[src/rtl/lockgate_pkg.sv]
package lockgate_pkg;
  typedef enum logic [2:0] {
    OP_CFG_RD  = 3'd0,
    OP_CFG_WR  = 3'd1,
    OP_PRELOAD = 3'd2,
    OP_SIG_RD  = 3'd3,
    OP_SIG_WR  = 3'd4,
    OP_SECURE  = 3'd5,
    OP_ERASE   = 3'd6,
    OP_RSVD    = 3'd7
  } op_e;

  typedef struct packed {
    logic deny;
    logic cfg_we;
    logic pre_we;
    logic sig_we;
    logic lock_set;
    logic lock_clr;
    logic sel_cfg;
    logic sel_sig;
  } gate_t;
endpackage

[src/rtl/lockgate_lock.sv]
module lockgate_lock (
  input  logic clk,
  input  logic rst_n,
  input  logic set_i,
  input  logic clr_i,
  output logic lock_o
);
  always_ff @(posedge clk) begin
    if (!rst_n)      lock_o <= 1'b0;
    else if (clr_i)  lock_o <= 1'b0;
    else if (set_i)  lock_o <= 1'b1;
  end

  AST_LOCK_STICKY: assert property (@(posedge clk) disable iff (!rst_n)
    lock_o && !clr_i |=> lock_o);
  AST_LOCK_SETS: assert property (@(posedge clk) disable iff (!rst_n)
    set_i && !clr_i |=> lock_o);
endmodule

[src/rtl/lockgate_gate.sv]
module lockgate_gate
  import lockgate_pkg::*;
(
  input  logic  fire_i,
  input  logic  [2:0] op_i,
  input  logic  locked_i,
  output gate_t g_o
);
  op_e op;
  always_comb begin
    op = op_e'(op_i);
    g_o = '0;
    unique case (op)
      OP_CFG_RD:  begin g_o.deny = locked_i; g_o.sel_cfg = !locked_i; end
      OP_CFG_WR:  begin g_o.deny = locked_i; g_o.cfg_we = fire_i && !locked_i; end
      OP_PRELOAD: begin g_o.deny = locked_i; g_o.pre_we = fire_i && !locked_i; end
      OP_SIG_RD:  g_o.sel_sig = 1'b1;
      OP_SIG_WR:  g_o.sig_we = fire_i;
      OP_SECURE:  g_o.lock_set = fire_i;
      OP_ERASE:   g_o.lock_clr = fire_i;
      default:    g_o.deny = 1'b1;
    endcase
  end
endmodule

[src/rtl/lockgate_cfg_store.sv]
module lockgate_cfg_store #(
  parameter int DEPTH = 16,
  parameter int W     = 8,
  localparam int AW   = $clog2(DEPTH)
) (
  input  logic          clk,
  input  logic          rst_n,
  input  logic          we,
  input  logic          erase,
  input  logic [AW-1:0] addr,
  input  logic [W-1:0]  wdata,
  output logic [W-1:0]  rdata
);
  logic [W-1:0] mem [DEPTH];

  for (genvar i = 0; i < DEPTH; i++) begin : g_cell
    always_ff @(posedge clk) begin
      if (!rst_n || erase)                       mem[i] <= '0;
      else if (we && addr == AW'(i))             mem[i] <= wdata;
    end
  end

  assign rdata = mem[addr];

  AST_ERASE_CLEARS: assert property (@(posedge clk) disable iff (!rst_n)
    erase |=> rdata == '0);
endmodule

[src/rtl/lockgate_sig_bank.sv]
module lockgate_sig_bank #(
  parameter int BYTES = 8,
  parameter int W     = 8,
  localparam int AW   = $clog2(BYTES)
) (
  input  logic          clk,
  input  logic          rst_n,
  input  logic          we,
  input  logic [AW-1:0] addr,
  input  logic [W-1:0]  wdata,
  output logic [W-1:0]  rdata
);
  logic [W-1:0] sig [BYTES];

  for (genvar b = 0; b < BYTES; b++) begin : g_byte
    always_ff @(posedge clk) begin
      if (!rst_n)                      sig[b] <= '0;
      else if (we && addr == AW'(b))   sig[b] <= wdata;
    end
  end

  assign rdata = sig[addr];
endmodule

[src/rtl/lockgate_ctrl.sv]
module lockgate_ctrl
  import lockgate_pkg::*;
#(
  parameter int DATA_W    = 8,
  parameter int CFG_DEPTH = 16,
  parameter int SIG_BYTES = 8,
  localparam int CFG_AW   = $clog2(CFG_DEPTH),
  localparam int SIG_AW   = $clog2(SIG_BYTES)
) (
  input  logic              clk,
  input  logic              rst_n,
  input  logic              cmd_valid,
  output logic              cmd_ready,
  input  logic [2:0]        cmd_op,
  input  logic [CFG_AW-1:0] cmd_addr,
  input  logic [DATA_W-1:0] cmd_wdata,
  output logic              rsp_valid,
  input  logic              rsp_ready,
  output logic [DATA_W-1:0] rsp_data,
  output logic              rsp_deny,
  output logic              secured,
  output logic [DATA_W-1:0] preload_q
);
  logic              fire;
  gate_t             g;
  logic [DATA_W-1:0] cfg_rdata, sig_rdata, rd_mux;

  assign cmd_ready = !rsp_valid || rsp_ready;
  assign fire      = cmd_valid && cmd_ready;

  lockgate_gate u_gate (
    .fire_i(fire), .op_i(cmd_op), .locked_i(secured), .g_o(g)
  );

  lockgate_lock u_lock (
    .clk(clk), .rst_n(rst_n), .set_i(g.lock_set), .clr_i(g.lock_clr), .lock_o(secured)
  );

  lockgate_cfg_store #(.DEPTH(CFG_DEPTH), .W(DATA_W)) u_cfg (
    .clk(clk), .rst_n(rst_n), .we(g.cfg_we), .erase(g.lock_clr),
    .addr(cmd_addr), .wdata(cmd_wdata), .rdata(cfg_rdata)
  );

  lockgate_sig_bank #(.BYTES(SIG_BYTES), .W(DATA_W)) u_sig (
    .clk(clk), .rst_n(rst_n), .we(g.sig_we), .addr(cmd_addr[SIG_AW-1:0]),
    .wdata(cmd_wdata), .rdata(sig_rdata)
  );

  always_ff @(posedge clk) begin
    if (!rst_n)        preload_q <= '0;
    else if (g.pre_we) preload_q <= cmd_wdata;
  end

  always_comb begin
    rd_mux = '0;
    if (g.sel_cfg) rd_mux = cfg_rdata;
    if (g.sel_sig) rd_mux = sig_rdata;
  end

  always_ff @(posedge clk) begin
    if (!rst_n) begin
      rsp_valid <= 1'b0;
      rsp_data  <= '0;
      rsp_deny  <= 1'b0;
    end else if (fire) begin
      rsp_valid <= 1'b1;
      rsp_data  <= g.deny ? '0 : rd_mux;
      rsp_deny  <= g.deny;
    end else if (rsp_ready) begin
      rsp_valid <= 1'b0;
    end
  end

  AST_READY_WHEN_IDLE: assert property (@(posedge clk) disable iff (!rst_n)
    !rsp_valid |-> cmd_ready);
  AST_RSP_HOLD: assert property (@(posedge clk) disable iff (!rst_n)
    rsp_valid && !rsp_ready |=> rsp_valid && $stable(rsp_data) && $stable(rsp_deny));
  AST_DENY_ZERO: assert property (@(posedge clk) disable iff (!rst_n)
    rsp_valid && rsp_deny |-> rsp_data == '0);
  AST_PRELOAD_BLOCKED: assert property (@(posedge clk) disable iff (!rst_n)
    fire && secured && cmd_op == OP_PRELOAD |=> $stable(preload_q));
  AST_SIG_OPEN: assert property (@(posedge clk) disable iff (!rst_n)
    fire && (cmd_op == OP_SIG_RD || cmd_op == OP_SIG_WR) |=> rsp_valid && !rsp_deny);
  AST_CFG_RD_LOCKED: assert property (@(posedge clk) disable iff (!rst_n)
    fire && secured && cmd_op == OP_CFG_RD |=> rsp_deny);
endmodule

[config.mk]
export PLATFORM = sky130hd
export DESIGN_NAME = lockgate_ctrl
export DESIGN_NICKNAME = d
export VERILOG_FILES = /design/src/rtl/lockgate_pkg.sv /design/src/rtl/lockgate_lock.sv /design/src/rtl/lockgate_gate.sv /design/src/rtl/lockgate_cfg_store.sv /design/src/rtl/lockgate_sig_bank.sv /design/src/rtl/lockgate_ctrl.sv
export SDC_FILE = /design/constraint.sdc
export NUM_CORES = 1
export LEC_CHECK = 0
export ABC_AREA = 1
export ABC_CLOCK_PERIOD_IN_PS = 2900
export CORE_ASPECT_RATIO = 1.75
export CORE_MARGIN = 2
export CORE_UTILIZATION = 56
export DETAILED_ROUTE_END_ITERATION = 10
export PLACE_DENSITY = 0.8
export SLEW_MARGIN = 20
export SYNTH_ARGS = -nofsm -noshare
export SYNTH_HDL_FRONTEND = slang
export SYNTH_HIERARCHICAL = 1
export SYNTH_SLANG_ARGS = --single-unit
[constraint.sdc]
create_clock -name clk -period 2.9 [get_ports clk]
set_input_delay 0.58 -clock clk [delete_from_list [all_inputs] [get_ports clk]]
set_output_delay 0.58 -clock clk [all_outputs]
set_load 0.02 [all_outputs]
==> metrics.txt <==
crit path max fanout 2; post-synthesis instance area between 0.01 and 0.015 mm2; FP Rows 65; synth unique cells 25; kind of critical path input port to output port; Antenna Nets Post-Route 0; Hold Vio Cnt, Final 0; placed cell areas 0.0109 mm2; GPL Wtd Cong 0.935; Root Driver clkbuf_16; setup bufs post-CTS 0; Worst EP arrival 1.85 ns; GRT Resource Usage Total 27.5%; power share of the clock group a little under 40%; routed wire length 26100 um; Seq/Total Area, Yosys 60.1%; Nets 1263; synth cell count leaders nand2_1 (583), nor2_1 (220), edfxtp_1 (192), inv_1 (50), nand3_1 (27); Die Height 183 um; CP max stage cell clkdlybuf4s50_1; Yosys top cell area share between 50% and 60%; Min-Delay Path Class flop to flop; most frequent CP cell clkdlybuf4s50_1; combinational power share 8.6%; clk_skew 0.0165 ns; Power Density approximately 570 mW/mm2; Post-Synthesis Cells 1202; GRT overflow 0; Synth area leader edfxtp_1; RSZ-0062 raised after global routing false; Initial Util between 50% and 60%; Antenna Cells 0; antenna violations before repair 0; Clock Tree Buf Depth 3; DP Wirelength 18200 um; CTS tree built; Filler cells 1493; Critical Path, Cell by Cell clkdlybuf4s50_1 -> inv_1 -> nand2_4 -> buf_4 -> clkdlybuf4s50_1; final setup TNS 0 ns; syn avg cell area 8.51 um2; routed vias about 8k; Setup Slack @ Placement -0.274 ns; I/O pins 39; Final Cycle Share 83.8%; Die W 106 um; f_max 411 MHz; CTS-repair resized insts 0; First-pass DRT Iterations 5; LEAKAGE 0.00528 uW; PnR worst setup slack 0.469 ns; register share of total power ~52%; actual slew at the worst max-slew pin 0.828 ns; first-pass GRT wire length 40300 um; Post-synth EDFFs 192; H-tree Lvls 1; clock slew seen by the registers of the worst setup and hold paths ~0.06 ns; ranking of synthesized cells by area edfxtp_1 (56%), nand2_1 (21%), nor2_1 (8.1%), dfxtp_1 (3.7%), inv_1 (1.8%); Yosys warning count 6; status completed; Setup-failing EPs final 0; port buffer count 38; vias per cell 5.32; Core ar. 0.0180 mm2; VDD IR-drop max 0.000464 V; Yosys reg bits roughly 210; hold buffers post-CTS 0; required time worst endpoint 2.32 ns; dominant synthesized flop cell edfxtp_1; Area Overhead vs Synth 12.9%; layout cells sized above 1 under 10%; worst rel slew slack roughly 45%; WL per Instance 17.5 um; Max stage delay on crit path 0.59 ns; max-cap viol count 0; Post-Syn Nets 1221; Tot Pwr ~6600 uW; startpoint types input port; final instance area approximately 0.012 mm2; Iter 0 DRT Violations approximately 510; vias in the first global route 7833; ys async rst share 0%; Period minus WS final 2.43 ns; worst skew pair latency 0.52 ns; die area 0.0194 mm2; Psw 1570 uW; largest net degree at the start of global routing 66; most numerous cell in the Yosys netlist nand2_1; Pint 5010 uW; Switching Share 23.8%; drt drc 0; CTS Buf Count 20; CTS sink count approximately 210; crit end category output port; Final Max Slew Viols 0
-- routing by layer --
metal  GRT usage (%)  up-vias  wire (um)
met3            3.62      119       1450
met2            51.7      315      14100
met5               0        -          0
met4            17.6        0       1780
li1                -     3872          -
met1            28.0     3636       8810
-- metrics by stage --
step / hold slack (ns) / utilization [%] / instances
3_3_place_gp: 0.452 / 60.7 / 1456
4_1_cts: 0.465 / 64.3 / 1492
5_1_grt: 0.501 / 64.3 / 1492
2_1_floorplan: 0.540 / - / 1202
3_5_place_dp: 0.455 / 60.7 / 1456
6_report: 0.464 / 64.3 / 1492
-- path summary, 6_finish.rpt --
path	endpoint	slack [ns]	start	cells past startpoint
worst min register to register	rsp_data[1]$_SDFFE_PN0P_	0.46	rsp_data[1]$_SDFFE_PN0P_	2
worst max-delay path	cmd_ready	0.47	rsp_ready	5
worst max register to register	u_cfg/mem[13][3]$_SDFFCE_PN0P_	0.79	rsp_valid$_SDFFE_PN0P_	8
worst min-delay path	rsp_data[1]$_SDFFE_PN0P_	0.46	rsp_data[1]$_SDFFE_PN0P_	2
-- registers in the layout, summed over array words and instances (netlist names) --
signal         flops
rsp_valid          1
u_sig/sig         64
u_cfg/mem        128
rsp_data           8
preload_q          8
rsp_deny           1
u_lock/lock_o      1
-- area by class of cell --
class / instances / area (um2) / area share (%)
inverters: 58 / 223 / 1.93
clock buffers: 28 / 561 / 4.85
well taps: 234 / 293 / 2.53
repair buffers: 74 / 681 / 5.89
multi-input cells: 879 / 3570 / 30.9
clock inverters: 8 / 85.1 / 0.736
flip-flops and latches: 211 / 6150 / 53.2
-- critical path, delay by kind of cell --
family	cells	cell delay, ns
buffers and inverters	4	1.21
AND/OR/NAND/NOR	1	0.06
-- placed cells by master, fill, tap and decap left out, drive strengths merged, types with 6 or more instances in the layout --
cell,count
clkdlybuf4s50,36
o21ai,19
dfxtp,19
a21oi,9
inv,57
edfxtp,192
nand3,35
clkbuf,28
clkinv,6
buf,38
nor2,226
nand2,586
-- power groups by stage --
stage	Combinational (uW)	Sequential, uW	Clock, uW
2_1_floorplan	345	3500	0
3_3_place_gp	548	3490	0
3_5_place_dp	558	3500	0
4_1_cts	561	3430	2600
5_1_grt	616	3440	2720
6_report	567	3430	2580
-- cell families (layout without fill, tap and decap cells) --
family,count (synthesis),after routing,share of synthesized area (%)
AND/OR/NAND/NOR,851,851,33.4
AO/OA/AOI/OAI,28,28,1.37
flip-flops,211,211,60.1
buffers and inverters,112,168,5.14
Note: power is estimated with default switching activity, not from simulation.
